===== src/rtl/gpio_irq_pkg.sv =====
package gpio_irq_pkg;

    localparam int DATA_W         = 32;
    localparam int ADDR_W         = 6;
    localparam int MODE_W         = 3;
    localparam int MODE_STRIDE    = 4;
    localparam int FIELDS_PER_REG = DATA_W / MODE_STRIDE;
    localparam int SYNC_STAGES    = 2;
    localparam int NUM_WORDS      = 16;
    localparam int IDX_W          = ADDR_W - 2;

    typedef logic [DATA_W-1:0] word_t;

    // Word index of each register; the order is the bus decode.
    typedef enum logic [IDX_W-1:0] {
        RG_ENABLE = 4'd0,
        RG_STATUS = 4'd1,
        RG_MSTAT  = 4'd2,
        RG_CLEAR  = 4'd3,
        RG_MSET   = 4'd4,
        RG_MCLR   = 4'd5,
        RG_OUT    = 4'd6,
        RG_IN     = 4'd7,
        RG_DIR    = 4'd8,
        RG_MODE0  = 4'd9,
        RG_MODE1  = 4'd10,
        RG_RSV0   = 4'd11,
        RG_RSV1   = 4'd12,
        RG_RSV2   = 4'd13,
        RG_FSEL   = 4'd14,
        RG_SRST   = 4'd15
    } reg_idx_e;

    typedef enum logic [MODE_W-1:0] {
        MD_FALL = 3'd0,
        MD_RISE = 3'd1,
        MD_LOW  = 3'd2,
        MD_HIGH = 3'd3,
        MD_BOTH = 3'd4
    } irq_mode_e;

    // Per-pin event decision from the current and previous sample.
    function automatic logic mode_hit(logic [MODE_W-1:0] mode, logic cur, logic prev);
        logic h;
        case (mode)
            MD_FALL: h = prev & ~cur;
            MD_RISE: h = cur & ~prev;
            MD_LOW:  h = ~cur;
            MD_HIGH: h = cur;
            MD_BOTH: h = cur ^ prev;
            default: h = 1'b0;
        endcase
        return h;
    endfunction

    // Bit position of a pin's mode field inside its mode register.
    function automatic int unsigned mode_bitpos(int unsigned pin);
        return (pin % FIELDS_PER_REG) * MODE_STRIDE;
    endfunction

endpackage


===== src/rtl/gpio_in_sync.sv =====
module gpio_in_sync
    import gpio_irq_pkg::*;
#(
    parameter int W      = 12,
    parameter int STAGES = SYNC_STAGES
) (
    input  logic         clk,
    input  logic         rst,
    input  logic [W-1:0] din,
    output logic [W-1:0] dout
);

    logic [STAGES-1:0][W-1:0] stg;

    always_ff @(posedge clk) begin
        if (rst) begin
            stg <= '0;
        end else begin
            stg[0] <= din;
            for (int s = 1; s < STAGES; s++) begin
                stg[s] <= stg[s-1];
            end
        end
    end

    assign dout = stg[STAGES-1];

endmodule


===== src/rtl/gpio_irq_detect.sv =====
module gpio_irq_detect
    import gpio_irq_pkg::*;
#(
    parameter int NPINS = 12
) (
    input  logic                    clk,
    input  logic                    rst,
    input  logic [NPINS-1:0]        cur,
    input  logic [NPINS*MODE_W-1:0] mode_flat,
    output logic [NPINS-1:0]        hit
);

    logic [NPINS-1:0] prev;

    always_ff @(posedge clk) begin
        if (rst) begin
            prev <= '0;
        end else begin
            prev <= cur;
        end
    end

    for (genvar p = 0; p < NPINS; p++) begin : g_pin
        assign hit[p] = mode_hit(mode_flat[p*MODE_W +: MODE_W], cur[p], prev[p]);
    end

endmodule


===== src/rtl/gpio_regs.sv =====
module gpio_regs
    import gpio_irq_pkg::*;
#(
    parameter int NPINS = 12
) (
    input  logic                    clk,
    input  logic                    rst,
    input  reg_idx_e                bus_idx,
    input  logic                    bus_wr,
    input  word_t                   bus_wdata,
    input  logic [NPINS-1:0]        in_data,
    input  logic [NPINS-1:0]        hit,
    output word_t                   rdata,
    output logic [NPINS-1:0]        en_q,
    output logic [NPINS-1:0]        st_q,
    output logic [NPINS-1:0]        msk_st,
    output logic [NPINS-1:0]        out_q,
    output logic [NPINS-1:0]        dir_q,
    output logic [NPINS*MODE_W-1:0] mode_flat,
    output logic                    srst_q
);

    localparam int PAD = DATA_W - NPINS;

    logic [NPINS-1:0]  mask_q;
    logic [NPINS-1:0]  fsel_q;
    logic [NPINS-1:0]  clr_bits;
    logic [NPINS-1:0]  set_bits;
    logic [NPINS-1:0]  unset_bits;
    logic [MODE_W-1:0] mode_q [NPINS];
    logic [NUM_WORDS-1:0] wstrobe;
    logic              blk_rst;
    word_t             mode_rd0;
    word_t             mode_rd1;
    logic              unused_wdata;

    assign blk_rst      = rst | srst_q;
    assign unused_wdata = ^bus_wdata;

    // One strobe per word; writes are dropped while soft reset is held.
    always_comb begin
        wstrobe = '0;
        if (bus_wr && !srst_q) begin
            wstrobe[bus_idx] = 1'b1;
        end
    end

    assign clr_bits   = wstrobe[RG_CLEAR] ? bus_wdata[NPINS-1:0] : '0;
    assign set_bits   = wstrobe[RG_MSET]  ? bus_wdata[NPINS-1:0] : '0;
    assign unset_bits = wstrobe[RG_MCLR]  ? bus_wdata[NPINS-1:0] : '0;

    always_ff @(posedge clk) begin
        if (rst) begin
            srst_q <= 1'b0;
        end else if (bus_wr && bus_idx == RG_SRST) begin
            srst_q <= bus_wdata[0];
        end
    end

    always_ff @(posedge clk) begin
        if (blk_rst) begin
            en_q   <= '0;
            st_q   <= '0;
            mask_q <= '0;
            out_q  <= '0;
            dir_q  <= '0;
            fsel_q <= '0;
        end else begin
            if (wstrobe[RG_ENABLE]) en_q   <= bus_wdata[NPINS-1:0];
            if (wstrobe[RG_OUT])    out_q  <= bus_wdata[NPINS-1:0];
            if (wstrobe[RG_DIR])    dir_q  <= bus_wdata[NPINS-1:0];
            if (wstrobe[RG_FSEL])   fsel_q <= bus_wdata[NPINS-1:0];
            mask_q <= (mask_q | set_bits) & ~unset_bits;
            st_q   <= (st_q | (hit & en_q)) & ~clr_bits;
        end
    end

    for (genvar p = 0; p < NPINS; p++) begin : g_mode
        localparam int       POS  = (p % FIELDS_PER_REG) * MODE_STRIDE;
        localparam reg_idx_e RIDX = (p < FIELDS_PER_REG) ? RG_MODE0 : RG_MODE1;

        always_ff @(posedge clk) begin
            if (blk_rst) begin
                mode_q[p] <= '0;
            end else if (wstrobe[RIDX]) begin
                mode_q[p] <= bus_wdata[POS +: MODE_W];
            end
        end

        assign mode_flat[p*MODE_W +: MODE_W] = mode_q[p];
    end

    always_comb begin
        mode_rd0 = '0;
        mode_rd1 = '0;
        for (int p = 0; p < NPINS; p++) begin
            if (p < FIELDS_PER_REG) begin
                mode_rd0[mode_bitpos(p) +: MODE_W] = mode_q[p];
            end else begin
                mode_rd1[mode_bitpos(p) +: MODE_W] = mode_q[p];
            end
        end
    end

    assign msk_st = st_q & ~mask_q;

    always_comb begin
        case (bus_idx)
            RG_ENABLE: rdata = {{PAD{1'b0}}, en_q};
            RG_STATUS: rdata = {{PAD{1'b0}}, st_q};
            RG_MSTAT:  rdata = {{PAD{1'b0}}, msk_st};
            RG_OUT:    rdata = {{PAD{1'b0}}, out_q};
            RG_IN:     rdata = {{PAD{1'b0}}, in_data};
            RG_DIR:    rdata = {{PAD{1'b0}}, dir_q};
            RG_MODE0:  rdata = mode_rd0;
            RG_MODE1:  rdata = mode_rd1;
            RG_FSEL:   rdata = {{PAD{1'b0}}, fsel_q};
            default:   rdata = '0;
        endcase
    end

endmodule


===== src/rtl/gpio_irq_ctrl.sv =====
module gpio_irq_ctrl
    import gpio_irq_pkg::*;
#(
    parameter int NPINS = 12
) (
    input  logic              clk,
    input  logic              rst,
    input  logic [ADDR_W-1:0] bus_addr,
    input  logic              bus_wr,
    input  logic [DATA_W-1:0] bus_wdata,
    output logic [DATA_W-1:0] bus_rdata,
    input  logic [NPINS-1:0]  pin_in,
    output logic [NPINS-1:0]  pin_out,
    output logic [NPINS-1:0]  pin_dir,
    output logic              irq
);

    reg_idx_e                bus_idx;
    logic [NPINS-1:0]        in_data;
    logic [NPINS-1:0]        hit;
    logic [NPINS-1:0]        en_q;
    logic [NPINS-1:0]        st_q;
    logic [NPINS-1:0]        msk_st;
    logic [NPINS*MODE_W-1:0] mode_flat;
    logic                    srst_q;
    logic                    unused_addr;

    assign bus_idx     = reg_idx_e'(bus_addr[ADDR_W-1:2]);
    assign unused_addr = ^bus_addr[1:0];

    gpio_in_sync #(
        .W      (NPINS),
        .STAGES (SYNC_STAGES)
    ) u_sync (
        .clk  (clk),
        .rst  (rst),
        .din  (pin_in),
        .dout (in_data)
    );

    gpio_irq_detect #(
        .NPINS (NPINS)
    ) u_detect (
        .clk       (clk),
        .rst       (rst),
        .cur       (in_data),
        .mode_flat (mode_flat),
        .hit       (hit)
    );

    gpio_regs #(
        .NPINS (NPINS)
    ) u_regs (
        .clk       (clk),
        .rst       (rst),
        .bus_idx   (bus_idx),
        .bus_wr    (bus_wr),
        .bus_wdata (bus_wdata),
        .in_data   (in_data),
        .hit       (hit),
        .rdata     (bus_rdata),
        .en_q      (en_q),
        .st_q      (st_q),
        .msk_st    (msk_st),
        .out_q     (pin_out),
        .dir_q     (pin_dir),
        .mode_flat (mode_flat),
        .srst_q    (srst_q)
    );

    assign irq = |msk_st;

endmodule


===== config.mk =====
export PLATFORM = sky130hd
export DESIGN_NAME = gpio_irq_ctrl
export DESIGN_NICKNAME = d
export VERILOG_FILES = /design/src/rtl/gpio_irq_pkg.sv /design/src/rtl/gpio_in_sync.sv /design/src/rtl/gpio_irq_detect.sv /design/src/rtl/gpio_regs.sv /design/src/rtl/gpio_irq_ctrl.sv
export SDC_FILE = /design/constraint.sdc
export NUM_CORES = 1
export LEC_CHECK = 0
export BUFFER_PORTS_ARGS = -buffer_cell sky130_fd_sc_hd__buf_4
export CAP_MARGIN = 15
export CELL_PAD_IN_SITES_DETAIL_PLACEMENT = 0
export CELL_PAD_IN_SITES_GLOBAL_PLACEMENT = 1
export CORE_ASPECT_RATIO = 0.9
export CORE_MARGIN = 2
export CORE_UTILIZATION = 32
export CTS_CLUSTER_SIZE = 8
export DETAILED_ROUTE_END_ITERATION = 12
export PLACE_DENSITY = 0.71
export SYNTH_ARGS = -nofsm -noshare
export SYNTH_HDL_FRONTEND = slang
export SYNTH_SLANG_ARGS = --single-unit

===== constraint.sdc =====
create_clock -name clk -period 1.8 [get_ports clk]
set_input_delay 0.09 -clock clk [delete_from_list [all_inputs] [get_ports clk]]
set_output_delay 0.09 -clock clk [all_outputs]
set_load 0.1 [all_outputs]

After elaboration in Yosys (flattened, before gate mapping)
Memories as Yosys holds them, arrays and structs flattened.
Index checks and enable logic that the tools add are counted.
{ "totals": {"regBits": 109, "latchBits": 0, "ram_bits": 36, "rom_bits": 0, "elab_cells": 209, "memories": 1} }
{ "memory_table": {"columns": ["name", "depth", "width", "read_ports", "rd_clocked_by_memory_dff", "wr", "line", "text"], "rows": [
  ["u_regs.mode_q", 12, 3, 12, 0, 12, "gpio_regs.sv:30", "logic [MODE_W-1:0] mode_q [NPINS];"]
]} }
{ "op_classes": {"add_sub_neg": 0, "n_mul": 0, "div": 0, "magnitude_cmp": 2, "eq_ne": 57, "shift": 0, "muxes": 39, "bitwise": 82, "reduce_logical": 18} }
{ "op_table": {"columns": ["cell", "n"], "rows": [
  ["31-bit case mux with 9 select lines", 1],
  ["3-bit by 2-bit == test with 1-bit output, second input constant", 24],
  ["1-bit case mux with 5 select lines", 12],
  ["12-bit AND", 4],
  ["3-bit by 1-bit == test with 1-bit output, second input constant", 12],
  ["3-bit == test, second input constant", 12],
  ["3-bit logical NOT", 12],
  ["12-bit 2-to-1 mux", 3],
  ["3-bit 2-to-1 mux", 12],
  ["12-bit NOT", 3],
  ["1-bit AND", 24],
  ["1-bit NOT", 24],
  ["12-bit OR", 2],
  ["4-bit == test, second input constant", 5],
  ["15-bit 2-to-1 mux", 1],
  ["1-bit OR", 13],
  ["12-bit OR reduction", 1],
  ["1-bit XOR", 12],
  ["1-bit 2-to-1 mux", 9],
  ["4-bit by 3-bit == test with 1-bit output, second input constant", 2],
  ["4-bit by 5-bit less-than comparator with 1-bit output, second input constant", 1],
  ["1-bit demux with 4-bit select", 1],
  ["4-bit by 1-bit == test with 1-bit output, second input constant", 1],
  ["4-bit by 2-bit == test with 1-bit output, second input constant", 1],
  ["4 further kinds", 6]
]} }

Logic depth before layout (Yosys ltp)
{ "logic_depth": {"depth_word": 9, "mapped_depth": 7, "ltp_nobuf": 6} }

Cells and area by module
From an unflattened synthesis, not the netlist that was laid out.
{ "hier_totals": {"hier_cells": 721, "area_unflattened_um2": 7169.4} }
{ "by_module_without_submodules": {"columns": ["module", "instances", "cells_each", "area_per_inst_um2", "seq_area_each_um2"], "rows": [
  ["gpio_regs", 1, 522, 5139.9, 2542.4],
  ["gpio_irq_detect", 1, 133, 1222.4, 240.2],
  ["gpio_in_sync", 1, 62, 783.3, 480.5],
  ["gpio_irq_ctrl", 1, 4, 23.8, 0.0]
]} }

Least setup slack after synthesis
No wires, ideal clock.
{ "synth_timing": {"kind": "register -> output", "from": "reg u_regs.out_q[8]", "to": "out bus_rdata[8]", "arrival_ns": 4.659, "required_ns": 1.710, "slack_ns": -2.949, "path_stages_with_launch": 3, "path_buffers": 0, "path_cell_list": "dfxtp_1 -> a22oi_1 -> o311ai_0"} }
{ "synth_between": {"elab_chain_cells": 1} }
{ "synth_rtl": {"columns": ["item", "line", "text"], "rows": [
  ["start, declared", "gpio_regs.sv:17", "output logic [NPINS-1:0] out_q,"],
  ["start signal, assigned", "gpio_regs.sv:70", "if (wstrobe[RG_OUT]) out_q <= bus_wdata[NPINS-1:0];"],
  ["31-bit case mux with 9 select lines", "gpio_regs.sv:108", "case (bus_idx)"],
  ["end, declared", "gpio_irq_ctrl.sv:11", "output logic [DATA_W-1:0] bus_rdata,"]
]} }
No other way between the ends.

==> impl_metrics.toml <==
[cts]
cts_inserted_buffers = 17
clk_latency_ns = 0.42
cts_sinks = 145
root_buffer = "clkbuf_16"
clk_pin_slew_worst_paths_ns = 0.06
ctsHtreeMaxLevel = 4
cts_tree = "yes"
cts_max_path_buffers = 2

[power]
finalPower_mw = 8.07
ir_drop_v = 0.000490
leakagePower_nw = 4.03
powerDensity_mw_per_mm2 = 815

[timing]
rsz0062_at_grt = "yes"
fin_setup_tns_ns = -0.902
timing.slew.headroom = 0.632
maxSlewViolCount = 0
worst_slew_pin_slew_ns = 0.550
clock.fmax_mhz = 503
period_needed_ns = 1.99
worst_slack_ns = -0.190
finalCritPeriodShare = 1.11
hold_viol_final = 0
clock-skew-final_ns = 0.00511
finalSetupViolCount = 7

[min_path]
holdPathStages = 4
min_from = "bus_wr"
whs_endpoint = "u_regs.mode_q[1][0]$_SDFFCE_PN0P_"
hp-class = "in2reg"

[final_layout]
fin_nets = 973
final_util = 0.454
area_delta_synth_final_pct = 38.4
antennaDiodeCount = 0
fin_cells = 1200
fin_area_mm2 = 0.00991
fillCellCount = 2112
drive_gt1_frac = 0.273

[synth]
yosys.area.top_type_share = 0.305
async_flop_share = 0
avgSynthCellArea_um2 = 9.83
synth_commonest_cells = "dfxtp_1, nor2_1, mux2i_1, and2_1, inv_1"
synth.most_common_cell = "dfxtp_1"
syn_area_mm2 = 0.00716
synth_cell_types = 55
synth_top_flop_cell = "dfxtp_1"
yosysTopAreaCell = "dfxtp_1"
syn_inst = 728
ys_seq_area_frac = 0.456
synth.ff_latch_count = 145
synth_area_leaders = "dfxtp_1, edfxtp_1, mux2i_1, nor2_1, and2_1"
ys_warn_count = 0
synth_edf_count = 36

[critical_path]
rr_startpoint = "u_sync.dout[2]$_SDFF_PP0_"
arrival_ns = 1.90
reg2reg_to = "u_regs.st_q[2]$_SDFF_PP0_"
worstPathRequired_ns = 1.71
slowest_delay_ns = 0.44
ff2ff_setup_slack_ns = 0.18
cp_num_buf_inv = 1
crit_chain = "mux2_4 -> a32o_2 -> a31oi_4 -> o221ai_4 -> buf_12"
worstPathMaxFanout = 2
critical-path-top-delay-family = "compound AO/OA/AOI/OAI gates"
rr_worst_depth = 5
end_kind = "output pin"
critPathSlowestCell = "edfxtp_1"
startpoint_type = "flop"
critPathKind = "reg2out"

[detailed_routing]
drt_pre_antenna_iters = 4
antenna_left = 0
route.detailed.drc = 0
dr_total_vias = 5949
wire_per_inst_um = 18.6
vias_per_cell = 4.96
drt_iter0_drc = 539
wl_um = 22300

[run_status]
status = "finished, violations left"
violations = "setup timing"

[global_route]
grt_pass1_wl_um = 33700
antenna_found_initial = 0
gr-total-overflow = 0
grt_pass1_vias = 5690
grt_usage = 0.189
grt_max_degree = 48

[placed_design]
io_buffers = 97
dpl.hpwl_um = 16200
gp_congestion = 0.930
post_dp_cell_area_mm2 = 0.00861
dp_cells = 1120

[floorplanning]
die_area_mm2 = 0.0236
pin_count = 110
die_height_um = 146
core_mm2 = 0.0218
start_util = 0.328
rows = 51
die_w_um = 162

[run]
cap_violations = 0
[sequential cells by signal (all words and copies together), names as in the netlist]
| register | cells |
|---|---|
| u_detect.prev | 12 |
| u_regs.dir_q | 12 |
| u_regs.en_q | 12 |
| u_regs.fsel_q | 12 |
| u_regs.mask_q | 12 |
| u_regs.mode_q | 36 |
| u_regs.out_q | 12 |
| u_regs.srst_q | 1 |
| u_regs.st_q | 12 |
| u_sync.dout | 12 |
| u_sync.stg | 12 |
[worst reg2reg max path: cells and delay by family (launching register included)]
kind	cells	cell delay (ns)
AO/OA/AOI/OAI	2	0.50
buffers and inverters	1	0.11
multiplexers	1	0.07
adder cells (fa/ha/maj)	1	0.30
flip-flops	1	0.50
[through the flow]
| step | hold slack [ns] | worst slack [ns] |
|---|---|---|
| 2_1_floorplan | 0.185 | -0.671 |
| 3_3_place_gp | 0.301 | 0.115 |
| 3_5_place_dp | 0.303 | 0.0957 |
| 4_1_cts | 0.255 | -0.189 |
| 5_1_grt | 0.282 | -0.266 |
| 6_report | 0.264 | -0.190 |
[kinds of logic (layout without fill, tap and decap cells)]
kind of cell	Yosys count	count (layout)	share of synthesized area
AO/OA/AOI/OAI	133	133	0.132
XOR/XNOR	5	5	0.00612
adder cells (fa/ha/maj)	24	24	0.0419
buffers and inverters	97	274	0.0620
flip-flops	145	145	0.456
multiplexers	83	83	0.117
other	1	5	0.000524
AND/OR/NAND/NOR	240	240	0.185
[worst max-delay path by stage]
stage	startpoint	endpoint	slack [ns]	depth (start not counted)
after floorplan	bus_addr[3]	bus_rdata[0]	-0.67	6
after global placement	bus_addr[5]	bus_rdata[0]	0.12	7
after CTS	u_regs.en_q[0]$_SDFFE_PP0P_	bus_rdata[0]	-0.19	5
final	u_regs.mode_q[1][1]$_SDFFCE_PN0P_	bus_rdata[9]	-0.19	5
after detailed placement	bus_addr[5]	bus_rdata[0]	0.1	7
after global routing	u_regs.en_q[0]$_SDFFE_PP0P_	bus_rdata[0]	-0.27	5
[where the power goes]
group / internal [mW] / switching [mW]
logic: 0.390 / 0.585
clock network: 2.17 / 1.42
registers: 3.42 / 0.0856
total: 5.98 / 2.09
[layout make-up]
| cell class | count | area [um^2] | share of cell area |
|---|---|---|---|
| inverters | 42 | 158 | 0.0159 |
| repair buffers | 200 | 1790 | 0.181 |
| clock inverters | 15 | 165 | 0.0167 |
| clock buffers | 17 | 425 | 0.0429 |
| well taps | 291 | 364 | 0.0367 |
| multi-input cells | 490 | 3730 | 0.376 |
| flip-flops and latches | 145 | 3280 | 0.331 |
[repair_timing]
action	in CTS	in global routing
gates cloned	0	0
endpoints found under the setup margin	10	12
hold buffers	40	0
buffers inserted	6	2
gates resized for setup	48	10
endpoints found under the hold margin	68	0
pin swaps	9	4
[placed cells by master (no fill, tap or decap), types with 5 or more instances in the layout]
master	Yosys	layout
dfxtp_2	0	14
a2111oi_0	8	7
and2_1	49	49
dfxtp_1	109	95
a32oi_1	8	6
dlygate4sd3_1	0	40
xor2_1	5	5
inv_1	42	42
edfxtp_1	36	36
nand3_1	11	9
nor2_1	86	83
mux2i_1	75	75
a21oi_1	23	22
nor4b_1	7	7
nor3_1	14	14
a211o_1	7	6
nand2_1	7	6
mux2_4	0	5
clkbuf_16	0	17
buf_12	0	14
nor3b_1	8	8
buf_4	8	142
o21ai_0	23	20
a211oi_1	24	24
nand2b_1	5	5
ha_1	24	24
conb_1	1	5
a221oi_1	7	5
a22oi_1	9	6
nor2b_1	38	36
[metal layers]
metal	vias to the layer above	track usage	share of wire
met2	172	0.268	0.42
li1	2914	-	-
met5	-	0	0
met3	30	0.0370	0.054
met4	0	0.0650	0.022
met1	2833	0.285	0.51
No activity file was read; power rests on OpenSTA's default activity.
